[config.mk]
export PLATFORM = sky130hd
export DESIGN_NAME = cla_adder16
export DESIGN_NICKNAME = d
export VERILOG_FILES = /design/src/rtl/cla_pkg.sv /design/src/rtl/cla_bit_pg.sv /design/src/rtl/cla_group.sv /design/src/rtl/cla_lookahead.sv /design/src/rtl/cla_adder16.sv
export SDC_FILE = /design/constraint.sdc
export NUM_CORES = 1
export LEC_CHECK = 0
export BUFFER_PORTS_ARGS = -buffer_cell sky130_fd_sc_hd__buf_2
export CAP_MARGIN = 20
export CORE_MARGIN = 5
export CORE_UTILIZATION = 44
export DETAILED_ROUTE_END_ITERATION = 10
export PLACE_DENSITY = 0.85
export REMOVE_ABC_BUFFERS = 1
export SYNTH_ARGS = -nofsm -noshare
export SYNTH_HDL_FRONTEND = slang
export SYNTH_SLANG_ARGS = --single-unit
[constraint.sdc]
create_clock -name vclk -period 4.6
set_input_delay 0.69 -clock vclk [all_inputs]
set_output_delay 0.69 -clock vclk [all_outputs]
set_load 0.05 [all_outputs]
[src/rtl/cla_pkg.sv]
package cla_pkg;

    // Widest generate/propagate vector the look-ahead function accepts.
    localparam int unsigned LA_MAX = 16;

    // Carry into position n of a look-ahead span, written as one flat OR of
    // product terms: each generate g[k] below n ANDed with every propagate
    // between k+1 and n-1, plus c0 ANDed with all propagates below n.
    function automatic logic la_carry(
        input logic [LA_MAX-1:0] g,
        input logic [LA_MAX-1:0] p,
        input logic              c0,
        input int unsigned       n
    );
        logic acc;
        logic term;
        acc = 1'b0;
        for (int unsigned k = 0; k < LA_MAX; k++) begin
            if (k < n) begin
                term = g[k];
                for (int unsigned m = 0; m < LA_MAX; m++) begin
                    if (m > k && m < n) begin
                        term = term & p[m];
                    end
                end
                acc = acc | term;
            end
        end
        term = c0;
        for (int unsigned m = 0; m < LA_MAX; m++) begin
            if (m < n) begin
                term = term & p[m];
            end
        end
        return acc | term;
    endfunction

endpackage

[src/rtl/cla_bit_pg.sv]
module cla_bit_pg (
    input  logic op_x,
    input  logic op_y,
    output logic gen,
    output logic prop
);
    always_comb begin
        gen  = op_x & op_y;
        prop = op_x ^ op_y;
    end
endmodule

[src/rtl/cla_group.sv]
module cla_group
    import cla_pkg::*;
#(
    parameter int unsigned GRP_W = 4
) (
    input  logic [GRP_W-1:0] op_x,
    input  logic [GRP_W-1:0] op_y,
    input  logic             c_in,
    output logic [GRP_W-1:0] s_out,
    output logic             grp_g,
    output logic             grp_p
);
    logic [GRP_W-1:0] g_bit;
    logic [GRP_W-1:0] p_bit;
    logic [GRP_W-1:0] c_bit;
    logic [LA_MAX-1:0] g_ext;
    logic [LA_MAX-1:0] p_ext;

    for (genvar i = 0; i < GRP_W; i++) begin : g_bits
        cla_bit_pg u_pg (
            .op_x (op_x[i]),
            .op_y (op_y[i]),
            .gen  (g_bit[i]),
            .prop (p_bit[i])
        );
    end

    always_comb begin
        g_ext = LA_MAX'(g_bit);
        p_ext = LA_MAX'(p_bit);
        for (int unsigned j = 0; j < GRP_W; j++) begin
            c_bit[j] = la_carry(g_ext, p_ext, c_in, j);
        end
        s_out = p_bit ^ c_bit;
        grp_p = &p_bit;
        grp_g = la_carry(g_ext, p_ext, 1'b0, GRP_W);
    end
endmodule

[src/rtl/cla_lookahead.sv]
module cla_lookahead
    import cla_pkg::*;
#(
    parameter int unsigned N_GRP = 4
) (
    input  logic [N_GRP-1:0] gg,
    input  logic [N_GRP-1:0] pp,
    input  logic             c_in,
    output logic [N_GRP-1:0] grp_cin,
    output logic             c_out
);
    logic [LA_MAX-1:0] g_ext;
    logic [LA_MAX-1:0] p_ext;

    always_comb begin
        g_ext = LA_MAX'(gg);
        p_ext = LA_MAX'(pp);
        for (int unsigned k = 0; k < N_GRP; k++) begin
            grp_cin[k] = la_carry(g_ext, p_ext, c_in, k);
        end
        c_out = la_carry(g_ext, p_ext, c_in, N_GRP);
    end
endmodule

[src/rtl/cla_adder16.sv]
module cla_adder16 #(
    parameter int unsigned WIDTH = 16,
    parameter int unsigned GRP_W = 4
) (
    input  logic [WIDTH-1:0] a,
    input  logic [WIDTH-1:0] b,
    input  logic             cin,
    output logic [WIDTH-1:0] sum,
    output logic             cout
);
    localparam int unsigned N_GRP = WIDTH / GRP_W;

    logic [N_GRP-1:0] grp_g;
    logic [N_GRP-1:0] grp_p;
    logic [N_GRP-1:0] grp_cin;

    for (genvar k = 0; k < N_GRP; k++) begin : g_slices
        cla_group #(.GRP_W(GRP_W)) u_grp (
            .op_x  (a[k*GRP_W +: GRP_W]),
            .op_y  (b[k*GRP_W +: GRP_W]),
            .c_in  (grp_cin[k]),
            .s_out (sum[k*GRP_W +: GRP_W]),
            .grp_g (grp_g[k]),
            .grp_p (grp_p[k])
        );
    end

    cla_lookahead #(.N_GRP(N_GRP)) u_la (
        .gg      (grp_g),
        .pp      (grp_p),
        .c_in    (cin),
        .grp_cin (grp_cin),
        .c_out   (cout)
    );
endmodule

======== Word level (Yosys, flattened, before mapping) ========
Cells that the tools add are included.
storage, ports and cells
  register bits ........................... 0
  bits of input ports ..................... 33
  output and inout port bits .............. 17
  word-level logic and storage cells ...... 132
cells by class
  bitwise gates (word level) .............. 128
  reductions and logical operators ........ 4
operators with widths
  cell                 count
  AND 1 bit            62
  bitwise OR 1 bit     46
  AND reduction 4 bit  4
  XOR 1 bit            16
  XOR 4 bit            4

======== Logic depth before layout (Yosys ltp) ========
Gate-level depths: netlist of run 1.
  depth in word-level cells ............... 17
  depth in mapped cells ................... 10
  gate-level depth less buffers ........... 10

======== Cells and area by module ========
From an unflattened synthesis of run 1, not the netlist that was laid out.
unflattened totals
  cells, all modules ...................... 90
  area, all modules ....................... 631.9 um^2
modules (own cells, without submodules)
  module         times used  cells an instance  area an instance (um^2)  seq. area each (um^2)
  cla_group      4           17                 96.3                     0.0
  cla_bit_pg     16          1                  12.5                     0.0
  cla_lookahead  1           6                  46.3                     0.0

======== Least setup slack after synthesis of run 1 ========
No wires, ideal clock.
  kind .................................... input port to output port
  start ................................... input port a[3]
  end ..................................... output port sum[11]
  arrival ................................. 2.879 ns
  required time ........................... 3.910 ns
  path slack .............................. 1.031 ns
  stages on the path ...................... 10
  buffers on the path ..................... 0
  path through ............................ ha_1 nand2_1 o21ai_0 o21bai_1 a21bo_2 ha_1 o21a_1 o21a_1 nor2_1 xnor2_1
on the way
  word-level cells in the longest chain between the ends .. 13
  elaborated cells on any way between the ends .. 19
  those cells by class .................... 18 x bitwise; 1 x reduce/logical
ends and longest elaborated chain
  what                           line              text
  start, declared                cla_adder16.sv:5  input logic [WIDTH-1:0] a,
  XOR 1 bit                      cla_bit_pg.sv:9   prop = op_x ^ op_y;
  AND 1 bit                      cla_pkg.sv:23     term = term & p[m];
  bitwise OR 1 bit (3 in a row)  cla_pkg.sv:26     acc = acc | term;
  AND 1 bit                      cla_pkg.sv:23
  bitwise OR 1 bit               cla_pkg.sv:26
  bitwise OR 1 bit *             cla_pkg.sv:35     return acc | term;
  AND 1 bit * (3 in a row)       cla_pkg.sv:32     term = term & p[m];
  bitwise OR 1 bit *             cla_pkg.sv:35
  XOR 4 bit *                    cla_group.sv:34   s_out = p_bit ^ c_bit;
  end, declared                  cla_adder16.sv:8  output logic [WIDTH-1:0] sum,
Every way passes the cells marked *; elsewhere a longest branch is shown, timed or not.

======== Worst setup path after layout of run 1 ========
  start ................................... input port a[5]
  end ..................................... output port sum[11]
on the way
  word-level cells in the longest chain between the ends .. 14
  elaborated cells on any way between the ends .. 20
  those cells by class .................... 19 x bitwise; 1 x reduce/logical
ends and longest elaborated chain
  what                           line
  XOR 1 bit                      cla_bit_pg.sv:9
  AND 1 bit (3 in a row)         cla_pkg.sv:23
  bitwise OR 1 bit (4 in a row)  cla_pkg.sv:26
  bitwise OR 1 bit *             cla_pkg.sv:35
  AND 1 bit * (3 in a row)       cla_pkg.sv:32
  bitwise OR 1 bit *             cla_pkg.sv:35
  XOR 4 bit *                    cla_group.sv:34
Marks and branches as above.

==> results of run 1 <==
[logic make-up after synthesis]
logic type | count (synthesis)
xor gates and xnor gates | 8
AOI/OAI and AO/OA | 21
adders and majority gates | 24
and+or+nand+nor | 26
buffers and inverters | 4
[cell usage in the layout (no fill, tap or decap), types with 2 or more instances in the layout]
cell / netlist / final
o21ai_0: 2 / 2
fa_1: 4 / 4
a21oi_1: 2 / 2
nand4_1: 2 / 2
nor2_1: 12 / 12
inv_1: 4 / 4
ha_1: 20 / 20
a21o_1: 2 / 2
nor3_1: 4 / 4
buf_2: 0 / 50
o21a_1: 8 / 8
xnor2_1: 5 / 5
a211oi_2: 2 / 2
xor2_1: 3 / 3
nand2_1: 4 / 4
[per-layer routing]
| layer | part of all wire, % | vias up | routed length (um) |
|---|---|---|---|
| li1 | - | 405 | - |
| met1 | 40 | 351 | 724 |
| met2 | 55 | 18 | 989 |
| met3 | 5.3 | 0 | 95 |
| met4 | 0 | 0 | 0 |
| met5 | 0 | - | 0 |
[through the flow]
step,hold WS (ns),setup slack [ns],total power (W)
global route,1.90,0.799,0.000257
detailed placement,1.90,0.969,0.000241
floorplan,1.76,1.03,0.000188
CTS,1.90,0.953,0.000241
finish,1.89,0.969,0.000240
global placement,1.88,1.02,0.000236
[worst min-delay path by stage]
stage	from	to	slack (ns)	depth (start not counted)
after floorplan	cin	sum[0]	1.76	3
after global placement	b[4]	sum[4]	1.88	3
after detailed placement	b[4]	sum[4]	1.90	3
after CTS	b[4]	sum[4]	1.90	3
after global routing	b[4]	sum[4]	1.90	3
final	b[4]	sum[4]	1.89	3
[critical path: cells and delay by family]
kind	cells	cell delay, ns
XOR/XNOR	1	0.12
buffers and inverters	2	0.38
AND/OR/NAND/NOR	2	0.17
adder cells (fa/ha/maj)	2	0.55
AO/OA/AOI/OAI	5	1.02
[power by group]
group | switching (W) | internal (W) | leakage (nW)
Clock | 0 | 0 | 0
Combinational | 0.000169 | 0.0000710 | 0.529
Sequential | 0 | 0 | 0
Total | 0.000169 | 0.0000710 | 0.529
[layout make-up]
cell class / count / share of cell area, %
inverters: 4 / 1.53
repair buffers: 50 / 25.4
well taps: 16 / 2.04
multi-input cells: 79 / 71.0
==> impl_metrics.json, run 1 <==
{
  "outcome": "finished clean",
  "synthMuxAreaShare_pct": 0,
  "ys_warn_count": 0,
  "num_vias": 774,
  "design_area_um2": 983,
  "multiInputGateArea_um2": 698,
  "seq_area_um2": 0,
  "drv_slew": 0,
  "crit_fanout": 5,
  "initial_core_util_pct": 46.8,
  "setup_tns_ns": 0,
  "rows": 14,
  "hold_viol": 0,
  "yosysSeqAreaShare_pct": 0,
  "worstSetupStartpoint": "a[5]",
  "startpoint_type": "input port",
  "synth_compound_area_share_pct": 23.7,
  "maxCapViolCount": 0,
  "gr-total-overflow": 0,
  "wirelength_mm": 1.81,
  "ant_nets": 0,
  "crit_type": "in -> out",
  "viasPerCell": 5.19,
  "p_per_area_mw_per_mm2": 244,
  "placed_cell_area_um2": 983,
  "yosysMostFrequentCell": "ha_1",
  "max_stage_delay_ns": 0.37,
  "max-vdd-ir-drop_v": 0.000150,
  "grtUsageMet3_pct": 1.18,
  "drc": 0,
  "crit_end": "sum[11]",
  "globalplace.congestion": 0.806,
  "grtUsageMet1_pct": 17.6,
  "cp_cell_sequence": "buf_2 -> ha_1 -> a21oi_2 -> nor2_1 -> a211oi_2 -> a21bo_2 -> ha_1 -> o21a_1 -> o21a_1 -> nor2_1 -> xnor2_1 -> buf_2",
  "hold_buffers": 0,
  "syn_avg_cell_area_um2": 8.59,
  "ys_types": 23,
  "postCtsSetupBuffers": 0,
  "worstHoldPathType": "in -> out",
  "power_leakage_nw": 0.529,
  "syn2layout_area_growth_pct": 37.9,
  "synth_area_leader_cell": "ha_1",
  "drtIter0Drc": 6,
  "endpoint_kind": "output pin",
  "fin_crit_sh_pct": 78.9,
  "clock_buffers": 0,
  "cts_resized": 0,
  "max_freq_ghz": 0.275,
  "synth.cell_area_um2": 713,
  "maxSlewHeadroom_pct": 80.4,
  "die-area_mm2": 0.00253,
  "grt_pass1_wl_mm": 3.22,
  "fillCellCount": 136,
  "final_util_pct": 64.5,
  "grt_usage_pct": 14.7,
  "drive_gt1_share_pct": 42.9,
  "rsz0062_at_grt": "false",
  "grt_max_degree": 6,
  "cp.arrival_ns": 2.94,
  "fp.coreArea_mm2": 0.00152,
  "setup_viol": 0,
  "yosys-top-cells-area": "ha_1 (35%), fa_1 (11%), o21a_1 (8.4%), nor2_1 (6.3%), xnor2_1 (6.1%)",
  "period_needed_ns": 3.63,
  "antenna_found_initial": 0,
  "seq_cells": 0,
  "instances_no_fill": 149,
  "cp_slowest_cell": "ha_1",
  "io_pins": 50,
  "die_w_um": 50.3,
  "grt_pass1_vias": 805,
  "syn_inst": 83,
  "drtPass1Iterations": 4,
  "synth.top_cell.area_share_pct": 35.1,
  "place_inst": 149,
  "tightest_slew_ns": 0.294,
  "wl_per_cell_um": 12.1,
  "synthXorXnorAreaFrac_pct": 9.82,
  "synth_top_family_by_area": "adder cells",
  "die_h_um": 50.3,
  "diodes": 0,
  "synth-simple-area-share_pct": 18.1,
  "cp.required_ns": 3.91,
  "use_met2_pct": 29.3,
  "yosys.area_share.adder_pct": 46.3,
  "finalNetCount": 192,
  "io_buffer_count": 50,
  "grt.busiest_layer": "met2",
  "synth_commonest_cells": "ha_1 (20), nor2_1 (12), o21a_1 (8), xnor2_1 (5)",
  "hpwl_mm": 1.71
}
(Power assumes the default switching activity.)
==> run 2: changes to the inputs <==
- CORE_UTILIZATION: 44 -> 40
- PLACE_DENSITY: 0.85 -> 0.81
- clock period: 4.6 -> 3.2 ns (I/O delays scaled with it)
==> impl_metrics.json, run 2 (synthesis gave the netlist of run 1 again) <==
{
  "outcome": "finished clean",
  "crit_fanout": 3,
  "drv_slew": 0,
  "seq_cells": 0,
  "cp.required_ns": 2.72,
  "max_stage_delay_ns": 0.33,
  "layout_commonest_cell": "buf_2",
  "cp.arrival_ns": 2.56,
  "clock_buffers": 0,
  "globalplace.congestion": 0.794,
  "power_leakage_nw": 0.547,
  "grt_max_degree": 5,
  "max_freq_ghz": 0.329,
  "viasPerCell": 4.97,
  "crit_type": "in -> out",
  "power.share.switching_pct": 68.4,
  "postCtsSetupBuffers": 0,
  "max-vdd-ir-drop_v": 0.000221,
  "grt_pass1_vias": 787,
  "cp_slowest_cell": "ha_1",
  "die_w_um": 52.2,
  "diodes": 0,
  "startpoint_type": "input port",
  "p_per_area_mw_per_mm2": 346,
  "seq_area_um2": 0,
  "hpwl_mm": 1.77,
  "endpoint_kind": "output pin",
  "io_buffer_count": 50,
  "drive_gt1_share_pct": 45.6,
  "io_pins": 50,
  "die_h_um": 52.2,
  "rows": 15,
  "final_util_pct": 60.9,
  "maxCapViolCount": 0,
  "setup_viol": 0,
  "ant_nets": 0,
  "fp.coreArea_mm2": 0.00171,
  "initial_core_util_pct": 41.8,
  "final_cell_mix": "buf_2 (47), ha_1 (19), nor2_1 (11)",
  "drtIter0Drc": 2,
  "syn2layout_area_growth_pct": 45.8,
  "drtPass1Iterations": 4,
  "hold_buffers": 0,
  "num_vias": 800,
  "place_inst": 161,
  "cp_cell_sequence": "buf_2 -> ha_1 -> nand2_1 -> o21ai_1 -> o21bai_1 -> a21bo_2 -> ha_1 -> o21a_1 -> o21a_1 -> nor2_1 -> xnor2_1 -> buf_4",
  "intPower_w": 0.000114,
  "p_switching_w": 0.000246,
  "maxSlewHeadroom_pct": 83.3,
  "fillCellCount": 165,
  "combPwrFrac_pct": 100.0,
  "worstHoldPathType": "in -> out",
  "wirelength_mm": 1.90,
  "fin_crit_sh_pct": 95.1,
  "wl_per_cell_um": 11.8,
  "drc": 0,
  "instances_no_fill": 161,
  "setup_tns_ns": 0,
  "gr-total-overflow": 0,
  "grt_pass1_wl_mm": 3.11,
  "hold_viol": 0,
  "grt_usage_pct": 14.0,
  "finalNetCount": 195,
  "rsz0062_at_grt": "false",
  "pwr-share-seq_pct": 0,
  "tightest_slew_ns": 0.248,
  "die-area_mm2": 0.00273,
  "pwr-share-clk_pct": 0,
  "period_needed_ns": 3.04,
  "antenna_found_initial": 0
}
## run 2: cell type report
type / count / area [um2] / area share, %
Timing Repair Buffer: 53 / 280 / 27.0
Multi-Input combinational cell: 79 / 713 / 68.6
Tap cell: 25 / 31.3 / 3.01
Inverter: 4 / 15.0 / 1.44
## run 2: worst max-delay path: cells and delay by family
kind / cells / cell delay, ns
AND/OR/NAND/NOR: 2 / 0.25
XOR/XNOR: 1 / 0.13
buffers and inverters: 2 / 0.32
adder cells (fa/ha/maj): 2 / 0.51
AO/OA/AOI/OAI: 5 / 0.88
## run 2: per-layer routing
| metal | wire [um] | up-vias | global-route usage (%) |
|---|---|---|---|
| li1 | - | 412 | - |
| met1 | 759 | 368 | 17.2 |
| met2 | 1070 | 20 | 28.5 |
| met3 | 70 | 0 | 0 |
| met4 | 0 | 0 | 0 |
| met5 | 0 | - | 0 |
## run 2: path summary, 6_finish.rpt
path              from       to  slack [ns]  depth (start not counted)
setup / recovery  a[3]  sum[11]        0.16                         12
hold / removal    b[4]   sum[4]        1.47                          3
## run 2: power by group through the flow
| stage | Combinational, W | Sequential [W] | Clock, W |
|---|---|---|---|
| floorplan | 0.000270 | 0 | 0 |
| global placement | 0.000345 | 0 | 0 |
| detailed placement | 0.000352 | 0 | 0 |
| CTS | 0.000354 | 0 | 0 |
| global route | 0.000385 | 0 | 0 |
| finish | 0.000360 | 0 | 0 |
## run 2: repair_timing
action,4_1_cts,5_1_grt
gates resized for setup,0,9
setup endpoints to repair,0,3
hold endpoints to repair,0,0
## run 2: stage by stage
step,area [um2],setup WS (ns),hold slack (ns),power (W)
after global placement,1020,0.103,1.47,0.000345
after detailed placement,1020,0.0605,1.47,0.000352
after CTS,1020,0.0512,1.47,0.000354
after global routing,1040,0.00956,1.50,0.000385
final,1040,0.157,1.47,0.000360
after floorplan,713,0.0510,1.34,0.000270
